<file path="src/rtl/cmpcr_pkg.sv">
package cmpcr_pkg;

  typedef enum logic [1:0] {
    CK_SREG = 2'b00,
    CK_SIMM = 2'b01,
    CK_UREG = 2'b10,
    CK_UIMM = 2'b11
  } cmp_kind_e;

  typedef struct packed {
    logic lt;
    logic gt;
    logic eq;
    logic so;
  } cond_nib_t;

  localparam int unsigned NIB_W = $bits(cond_nib_t);

endpackage

</file>
<file path="src/rtl/cmpcr_operand.sv">
module cmpcr_operand #(
  parameter int unsigned DATA_W = 32,
  parameter int unsigned IMM_W  = 16
) (
  input  logic [1:0]        kind,
  input  logic [DATA_W-1:0] reg_b,
  input  logic [IMM_W-1:0]  imm,
  output logic [DATA_W-1:0] opnd
);
  localparam int unsigned EXT_W = DATA_W - IMM_W;

  logic              use_imm;
  logic              is_uns;
  logic              fill_bit;
  logic [DATA_W-1:0] imm_wide;

  assign use_imm  = kind[0];
  assign is_uns   = kind[1];
  assign fill_bit = imm[IMM_W-1] & ~is_uns;

  generate
    if (EXT_W > 0) begin : g_ext
      assign imm_wide = {{EXT_W{fill_bit}}, imm};
    end else begin : g_noext
      assign imm_wide = imm[DATA_W-1:0];
    end
  endgenerate

  always_comb begin
    opnd = use_imm ? imm_wide : reg_b;
  end
endmodule

</file>
<file path="src/rtl/cmpcr_magnitude.sv">
module cmpcr_magnitude
  import cmpcr_pkg::*;
#(
  parameter int unsigned DATA_W = 32
) (
  input  logic [DATA_W-1:0] a,
  input  logic [DATA_W-1:0] b,
  input  logic              is_uns,
  input  logic              so_in,
  output cond_nib_t         nib
);
  logic signed [DATA_W:0] a_x;
  logic signed [DATA_W:0] b_x;
  logic                   less;
  logic                   same;

  always_comb begin
    a_x  = {a[DATA_W-1] & ~is_uns, a};
    b_x  = {b[DATA_W-1] & ~is_uns, b};
    less = (a_x < b_x);
    same = (a == b);
    nib.lt = less;
    nib.eq = same;
    nib.gt = ~less & ~same;
    nib.so = so_in;
  end
endmodule

</file>
<file path="src/rtl/cmpcr_field_write.sv">
module cmpcr_field_write #(
  parameter int unsigned NUM_FIELDS = 8,
  parameter int unsigned FIELD_W    = 4,
  localparam int unsigned IDX_W     = (NUM_FIELDS > 1) ? $clog2(NUM_FIELDS) : 1,
  localparam int unsigned CR_W      = NUM_FIELDS * FIELD_W
) (
  input  logic               clk,
  input  logic               rst_n,
  input  logic               wr_en,
  input  logic [IDX_W-1:0]   idx,
  input  logic [FIELD_W-1:0] nib,
  output logic [CR_W-1:0]    cr
);
  generate
    for (genvar g = 0; g < NUM_FIELDS; g++) begin : g_fld
      logic [FIELD_W-1:0] q;
      logic               hit;

      assign hit = wr_en && (idx == IDX_W'(g));

      always_ff @(posedge clk or negedge rst_n) begin
        if (!rst_n) begin
          q <= '0;
        end else if (hit) begin
          q <= nib;
        end
      end

      assign cr[CR_W-1-g*FIELD_W -: FIELD_W] = q;
    end
  endgenerate
endmodule

</file>
<file path="src/rtl/cmp_cond_unit.sv">
module cmp_cond_unit
  import cmpcr_pkg::*;
#(
  parameter int unsigned DATA_W     = 32,
  parameter int unsigned IMM_W      = 16,
  parameter int unsigned NUM_FIELDS = 8,
  localparam int unsigned FIELD_W   = NIB_W,
  localparam int unsigned IDX_W     = (NUM_FIELDS > 1) ? $clog2(NUM_FIELDS) : 1,
  localparam int unsigned CR_W      = NUM_FIELDS * FIELD_W
) (
  input  logic              clk,
  input  logic              rst_n,
  input  logic              in_valid,
  output logic              in_ready,
  input  logic [1:0]        cmp_kind,
  input  logic              len_sel,
  input  logic [IDX_W-1:0]  dest_field,
  input  logic [DATA_W-1:0] opnd_a,
  input  logic [DATA_W-1:0] opnd_b,
  input  logic [IMM_W-1:0]  imm16,
  input  logic              so_flag,
  output logic [CR_W-1:0]   cond_reg,
  output logic              illegal
);
  logic [DATA_W-1:0] second;
  cond_nib_t         result;
  logic              accept;
  logic              do_write;
  logic              illegal_q;

  assign in_ready = 1'b1;
  assign accept   = in_valid & in_ready;
  assign do_write = accept & ~len_sel;

  cmpcr_operand #(
    .DATA_W (DATA_W),
    .IMM_W  (IMM_W)
  ) u_opnd (
    .kind  (cmp_kind),
    .reg_b (opnd_b),
    .imm   (imm16),
    .opnd  (second)
  );

  cmpcr_magnitude #(
    .DATA_W (DATA_W)
  ) u_cmp (
    .a      (opnd_a),
    .b      (second),
    .is_uns (cmp_kind[1]),
    .so_in  (so_flag),
    .nib    (result)
  );

  cmpcr_field_write #(
    .NUM_FIELDS (NUM_FIELDS),
    .FIELD_W    (FIELD_W)
  ) u_wr (
    .clk   (clk),
    .rst_n (rst_n),
    .wr_en (do_write),
    .idx   (dest_field),
    .nib   (result),
    .cr    (cond_reg)
  );

  always_ff @(posedge clk or negedge rst_n) begin
    if (!rst_n) begin
      illegal_q <= 1'b0;
    end else begin
      illegal_q <= accept & len_sel;
    end
  end

  assign illegal = illegal_q;
endmodule

</file>
<file path="config.mk">
export PLATFORM = sky130hd
export DESIGN_NAME = cmp_cond_unit
export DESIGN_NICKNAME = d
export VERILOG_FILES = /design/src/rtl/cmpcr_pkg.sv /design/src/rtl/cmpcr_operand.sv /design/src/rtl/cmpcr_magnitude.sv /design/src/rtl/cmpcr_field_write.sv /design/src/rtl/cmp_cond_unit.sv
export SDC_FILE = /design/constraint.sdc
export NUM_CORES = 1
export LEC_CHECK = 0
export ABC_CLOCK_PERIOD_IN_PS = 900
export CAP_MARGIN = 10
export CORE_AREA = 2 2 84 86
export DETAILED_ROUTE_END_ITERATION = 8
export DIE_AREA = 0 0 86 88
export GPL_TIMING_DRIVEN = 0
export HOLD_SLACK_MARGIN = 0.1
export PLACE_DENSITY = 0.78
export SETUP_SLACK_MARGIN = 0.3
export SLEW_MARGIN = 40
export SYNTH_ARGS = -nofsm -noshare
export SYNTH_HDL_FRONTEND = slang
export SYNTH_HIERARCHICAL = 1
export SYNTH_SLANG_ARGS = --single-unit
</file>
<file path="constraint.sdc">
create_clock -name clk -period 0.9 [get_ports clk]
set_input_delay 0.27 -clock clk [delete_from_list [all_inputs] [get_ports clk]]
set_output_delay 0.27 -clock clk [all_outputs]
set_load 0.05 [all_outputs]
</file>
; ---- After elaboration in Yosys (flattened, before gate mapping)
; Index checks and enable logic that the tools add are counted.
[word_totals]
reg_bits = 33
input_bits = 90
output_inout_bits = 34
elab_cells = 38
[classes]
order_cmp = 1
n_eq_ne = 8
muxes = 1
bitwise_logic = 10
n_reduce_logical = 9
[ops]
columns = operator, count
row1 = less-than comparator 33 bit, 1
row2 = equality test 32 bit, 1
row3 = two-way mux 32 bit, 1
row4 = "equality test 3 bit, second input constant", 4
row5 = logical AND 1 bit, 8
row6 = bitwise AND 1 bit, 6
row7 = "equality test 3 x 2 -> 1 bit, second input constant", 2
row8 = NOT 1 bit, 4
row9 = "equality test 3 x 1 -> 1 bit, second input constant", 1
row10 = logical NOT 3 bit, 1

; ---- Depth between registers and ports, before layout
; Gate-level depths: netlist of run 1.
[logic_depth]
word_depth = 7
depth_mapped = 13
ltp_nobuf = 11

; ---- By module
; The synthesis of run 1 kept the hierarchy.
[by_module_without_submodules]
columns = module, n_inst, cells_each, area_each_um2, seq_area_each_um2
row1 = cmpcr_field_write, 1, 72, 1311.3, 800.8
row2 = cmpcr_magnitude, 1, 124, 928.4, 0.0
row3 = cmpcr_operand, 1, 54, 430.4, 0.0
row4 = cmp_cond_unit, 1, 5, 52.6, 25.0

; ---- Worst setup path after synthesis of run 1
; OpenSTA, ideal clock, no wires.
[synth_path]
path_kind = input-to-reg
from = input port cmp_kind[0]
to = register u_wr.g_fld[0].q[2]
setup_time_ps = 125
t_arrival_ps = 2332
required_time_ps = 775
slack_ps = -1557
cell_stages = 12
n_path_buf = 2
path_cell_list = buf_6 buf_6 o21ai_0 inv_1 ha_1 nand3_2 nor3_4 a2111oi_4 a32oi_1 nor3_2 nor2_1 mux2_2
[synth_rtl]
columns = element, line_no
row1 = start: declaration, cmp_cond_unit.sv:15  ; input logic [1:0] cmp_kind,
row2 = end signal: assignment, cmpcr_field_write.sv:25  ; q <= nib;
row3 = end: declaration, cmpcr_field_write.sv:16  ; logic [FIELD_W-1:0] q;

==> qor.csv, run 1 <==
metric;value;unit
outcome;complete, but fails checks;
violations;negative hold slack, negative setup slack;
io_pins;124;
finalHoldViolations;33;
min_period_over_period;2.623;
vdd_drop_max;0.5377;mV
slew_violations;0;
dieArea;7568;um2
grt_max_degree;34;
maxCapViolCount;0;
antenna_found_initial;0;
routedWlPerCell;15.52;um
clock-sinks;33;
first_global_vias;2607;
setup-tns-final;-41.78;ns
async_flop_share;1.000;
fin_skew;0;ns
mappedNetlistArea;2723;um2
yosys_warnings;6;
ant_nets;0;
clockBufferDepth;2;
hp-class;primary input to asynchronous set/reset pin;
wl;7746;um
layout_common_cells;clkdlybuf4s50_1 (64), buf_6 (39), inv_1 (39), mux2_4 (35), dfrtp_2 (32);
cts.clk_slew.worst_paths;0.07;ns
gr-total-overflow;0;
clkLatencyLatePin;0.29;ns
fin_cells;499;
die_h;88;um
wl_met2;4170;um
met3WireLength;503;um
synth_fp_nets;377;
fp.dieW;86;um
syn2layout_area_growth;81.94;%
whs;-0.05221;ns
grt_pass1_wl;11700;um
met1_length;2964;um
cts_made_buffers;5;
start_kind;primary input;
final_common_cell;clkdlybuf4s50_1;
clock-root-buffer;clkbuf_8;
first_pass_iters;4;
cts_tree;done;
fp-row-count;30;
multi_input_area;2038;um2
synth_seq_area_share;0.3033;
antenna_cells;0;
cp.arrival;2.53;ns
final_util;0.7456;
ys_ff_latch;33;
avgSynthCellArea;10.68;um2
setup_slack;-1.461;ns
synth_ff_type;dfrtp_1;
cp-end-kind;register;
dp_cells;455;
nFillCells;447;
portBuffers;120;
drcViolationCount;0;
cts_max_level;2;
rsz0062_at_grt;true;
synth-edff-count;0;
vias;2478;
drive_gt1_frac;0.5489;
drt_iter0_markers;57;
synth_cell_type_count;43;
fmax;423.5;MHz
grt_usage;0.1941;
setup_viol;65;
period_needed;2.361;ns
critPathMaxFanout;8;
coreArea;6644;um2
crit_type;primary input to register;
synthCells;255;
p_leak;0.002331;uW
routed.top_layer;met4;
start_util;0.4098;
gp_congestion;0.7456;
power_density;1498;nW/um2
nNetsFinal;540;
cp.required;1.07;ns
vias_per_cell;4.966;
seq_area;865.8;um2
place_hpwl;5515;um
power by group:
group	switching (uW)	leakage [uW]	internal (uW)
combinational	2140	0.00191	2080
clock	523	0.0000422	542
sequential	268	0.000377	1870
stage by stage:
stage	hold WS (ns)	power, uW	area (um2)	setup WS [ns]
after CTS	0.04505	7225	4712	-1.433
final	-0.05221	7422	4954	-1.461
after global placement	0.4957	5540	4243	-2.176
after global routing	-0.01408	7781	4954	-1.536
after detailed placement	0.3570	5628	4238	-2.178
after floorplan	-0.02559	4288	2942	-1.419
worst max-delay path, stage by stage:
cell,delay (ns)
buf_8,0.10
nand3b_4,0.20
buf_6,0.15
buf_6,0.11
o21ai_4,0.05
inv_2,0.07
ha_4,0.26
nand3_4,0.10
nor3_4,0.05
a2111oi_4,0.35
a32oi_2,0.17
nor3_4,0.26
nor2_4,0.11
mux2_4,0.29
registers in the layout, indices dropped and copies added (netlist names):
signal,flops
illegal,1
u_wr/g_fld.q,32
routing by layer:
layer | up-vias | global-route usage
met3 | 11 | 0.04807
met5 | - | 0
met2 | 95 | 0.3629
met4 | 0 | 0.06349
li1 | 1213 | -
met1 | 1159 | 0.2149
cell families (layout without fill, tap and decap cells):
| logic type | Yosys count | after routing | synth area share |
|---|---|---|---|
| buf+inv | 57 | 221 | 0.09420 |
| mux | 48 | 48 | 0.2344 |
| compound gates | 42 | 42 | 0.09514 |
| simple gates | 41 | 41 | 0.1213 |
| flops | 33 | 33 | 0.3033 |
| fa+ha+maj | 32 | 32 | 0.1471 |
| other cells | 1 | 1 | 0.001377 |
| xor+xnor | 1 | 1 | 0.003217 |
Yosys cell counts (2+ instances only):
cell	count	area (um2)
a21o_1	2	15.01
a21oi_1	10	50.05
and4bb_4	3	48.80
buf_4	4	30.03
buf_6	2	22.52
dfrtp_1	33	825.8
ha_1	32	400.4
inv_1	48	180.2
mux2_2	22	247.7
mux2_4	26	390.4
nand2_1	4	15.01
nand3_1	3	15.01
nand4_1	6	37.54
nand4b_1	3	26.28
nor2_1	7	26.28
nor2b_1	2	12.51
nor4_1	2	12.51
o21ai_0	20	100.1
o21ai_1	2	10.01
final timing paths:
| check | startpoint | to | slack (ns) | depth (start not counted) |
|---|---|---|---|---|
| worst max-delay path | cmp_kind[1] | u_wr/g_fld[6].q[2] | -1.46 | 14 |
| worst min-delay path | rst_n | u_wr/g_fld[7].q[0] | -0.05 | 1 |
| worst max register to register | u_wr/g_fld[2].q[1] | u_wr/g_fld[2].q[1] | -0.15 | 3 |
| worst min register to register | u_wr/g_fld[5].q[3] | u_wr/g_fld[5].q[3] | 0.53 | 1 |
| max in group asynchronous | rst_n | u_wr/g_fld[5].q[3] | 0.60 | 1 |
| min in group clk | len_sel | illegal | 0.21 | 2 |
final cells by class:
type	instances	share of cell area
Timing Repair Buffer	156	0.3210
Inverter	48	0.03637
Buffer	9	0.01970
Sequential cell	33	0.1748
Tap cell	80	0.02021
Multi-Input combinational cell	165	0.4115
Clock inverter	1	0.001010
Clock buffer	7	0.01541
what timing repair did:
action,4_1_cts,5_1_grt
gates cloned,1,0
endpoints found under the hold margin,33,33
pin swaps,24,28
gates resized for setup,308,36
setup buffers,21,14
setup endpoints to repair,66,98
(Power assumes the default switching activity.)
==> inputs of run 2 (changes only) <==
--- a/config.mk
+++ b/config.mk
@@ -6,16 +6,17 @@
 export NUM_CORES = 1
 export LEC_CHECK = 0
 export ABC_CLOCK_PERIOD_IN_PS = 900
-export CAP_MARGIN = 10
+export CAP_MARGIN = 5
 export CORE_AREA = 2 2 84 86
 export DETAILED_ROUTE_END_ITERATION = 8
 export DIE_AREA = 0 0 86 88
 export GPL_TIMING_DRIVEN = 0
 export HOLD_SLACK_MARGIN = 0.1
-export PLACE_DENSITY = 0.78
+export PLACE_DENSITY_LB_ADDON = 0.25
 export SETUP_SLACK_MARGIN = 0.3
 export SLEW_MARGIN = 40
 export SYNTH_ARGS = -nofsm -noshare
 export SYNTH_HDL_FRONTEND = slang
 export SYNTH_HIERARCHICAL = 1
 export SYNTH_SLANG_ARGS = --single-unit
+export TNS_END_PERCENT = 30
==> qor.csv, run 2 (same netlist as run 1, synthesis figures left out) <==
metric;value;unit;change
pre_cts_ws;-2.178;ns;-0.0005600 ns
vias;2406;;-2.9%
start_util;0.4098;;unchanged
drive_gt1_frac;0.4511;;-0.09780
rsz0062_at_grt;true;;
start_kind;primary input;;
first_global_vias;2524;;-3.2%
power_density;1496;nW/um2;-0.15%
critPathMaxFanout;8;;unchanged
drcViolationCount;0;;unchanged
power_frac_comb;0.557;;-0.012
syn2layout_area_growth;73.85;%;
dieArea;7568;um2;unchanged
design_area;4733;um2;-4.4%
hp-class;primary input to asynchronous set/reset pin;;
gp_congestion;0.7378;;-1.0%
ant_nets;0;;unchanged
cp.required;1.06;ns;about the same
clockBufferDepth;2;;unchanged
p_switching;2788;uW;-5.0%
clock-root-buffer;clkbuf_8;;
total_power;7081;uW;-4.6%
antenna_found_initial;0;;unchanged
cts_max_level;2;;unchanged
antenna_cells;0;;unchanged
pwr-share-clk;0.152;;+0.009
clock-sinks;33;;unchanged
fin_cells;479;;-4.0%
cts_tree;done;;
vdd_drop_max;0.7346;mV;+37%
nFillCells;497;;+11%
fp-row-count;30;;unchanged
largest_reg_flops;32;;unchanged
finalHoldViolations;14;;-58%
min_period_over_period;2.533;;-0.09077
slew_violations;0;;unchanged
clkLatencyLatePin;0.28;ns;about the same
period_needed;2.279;ns;-0.08169 ns
cts.clk_slew.worst_paths;0.06;ns;about the same
setup_slack;-1.379;ns;+0.08169 ns
outcome;complete, but fails checks;;
whs;-0.1035;ns;-0.05127 ns
die_h;88;um;unchanged
portBuffers;120;;unchanged
violations;negative hold slack, negative setup slack;;
p_leak;0.002256;uW;-3.2%
fmax;438.7;MHz;+3.6%
wl;6906;um;-11%
reg2reg_depth;1;;-2
final_common_cell;clkdlybuf4s50_1;;
gr-total-overflow;0;;unchanged
dp_cells;456;;+0.22%
vias_per_cell;5.023;;+1.1%
crit_type;primary input to register;;
maxCapViolCount;0;;unchanged
dpl_cell_area;4214;um2;-0.56%
io_pins;124;;unchanged
layout_common_cells;clkdlybuf4s50_1 (62), inv_1 (41), buf_6 (40), mux2_4 (39), dfrtp_1 (33);;
drt_iter0_markers;47;;-18%
grt_usage;0.1873;;-0.006852
grt_max_degree;20;;-41%
regMostFlops;u_wr/g_fld.q;;
first_pass_iters;4;;unchanged
cp.arrival;2.44;ns;-0.09 ns
cp-end-kind;register;;
fp.dieW;86;um;unchanged
cts_made_buffers;5;;unchanged
nNetsFinal;521;;-3.5%
place_hpwl;5372;um;-2.6%
coreArea;6644;um2;unchanged
power.switching_fraction;0.3938;;-0.001777
fin_skew;0;ns;unchanged
internal_power;4293;uW;-4.3%
grt_pass1_wl;11350;um;-2.9%
setup_viol;65;;unchanged
routedWlPerCell;14.42;um;-7.1%
pwr-share-seq;0.291;;+0.003
[run 2: cell types whose count changed in the layout (fill, tap and decap cells not counted), sizes merged]
cell / previous run / this run
buf: 81 / 60
dlygate4sd2: 9 / 18
dlymetal6s2s: 6 / 2
clkdlybuf4s50: 64 / 62
clkdlybuf4s15: 3 / 2
clkinv: 1 / 0
[run 2: through the flow]
step           setup TNS, ns    util
3_3_place_gp         -106.23  0.6309
2_1_floorplan         -33.11       -
5_1_grt               -44.57  0.7124
6_report              -40.94  0.7124
4_1_cts               -43.81  0.6864
3_5_place_dp          -71.37  0.6343
[run 2: critical path: stages]
cell and delay (ns):
clkdlybuf4s50_1 0.39, mux2_4 0.26, inv_1 0.05, ha_1 0.24
a21oi_1 0.13, a21boi_0 0.11, o311a_1 0.33, nor3_4 0.26
nor2_4 0.11, mux2_4 0.28
[run 2: timing repair]
item,4_1_cts,5_1_grt
resized for setup,222,119
endpoints found under the hold margin,14,14
buffers inserted,10,5
endpoints found under the setup margin,66,65
cloned,1,0
pin swaps,43,32
[run 2: cell type report]
cell class                      instances  area, um2  area share
Inverter                               48      180.2     0.03807
Buffer                                  9      97.59     0.02062
Sequential cell                        33      825.8      0.1745
Multi-Input combinational cell        165       2062      0.4356
Tap cell                               80      100.1     0.02115
Timing Repair Buffer                  137       1381      0.2918
Clock buffer                            7      86.33     0.01824
[run 2: worst paths after layout]
kind | slack [ns] | endpoint | start
setup / recovery | -1.38 | u_wr/g_fld[6].q[2] | opnd_b[15]
hold / removal | -0.10 | u_wr/g_fld[4].q[1] | rst_n
setup reg to reg | 0.11 | u_wr/g_fld[4].q[1] | u_wr/g_fld[4].q[1]
hold reg to reg | 0.51 | u_wr/g_fld[7].q[0] | u_wr/g_fld[7].q[0]
max in group asynchronous | 0.59 | u_wr/g_fld[7].q[0] | rst_n
min in group clk | 0.24 | illegal | len_sel
[run 2: power groups by stage]
stage | logic [uW] | clock network [uW] | registers, uW
floorplan | 1070 | 0 | 3140
global placement | 3470 | 0 | 2010
detailed placement | 3550 | 0 | 2020
CTS | 3710 | 1100 | 2020
global route | 4180 | 1170 | 2100
finish | 3940 | 1080 | 2060
[run 2: metal layers]
layer	track usage	part of all wire	vias to the layer above
met5	0	0	-
met4	0.06349	0.013	0
met3	0.03487	0.056	9
met2	0.3369	0.53	89
met1	0.2245	0.40	1136
li1	-	-	1172
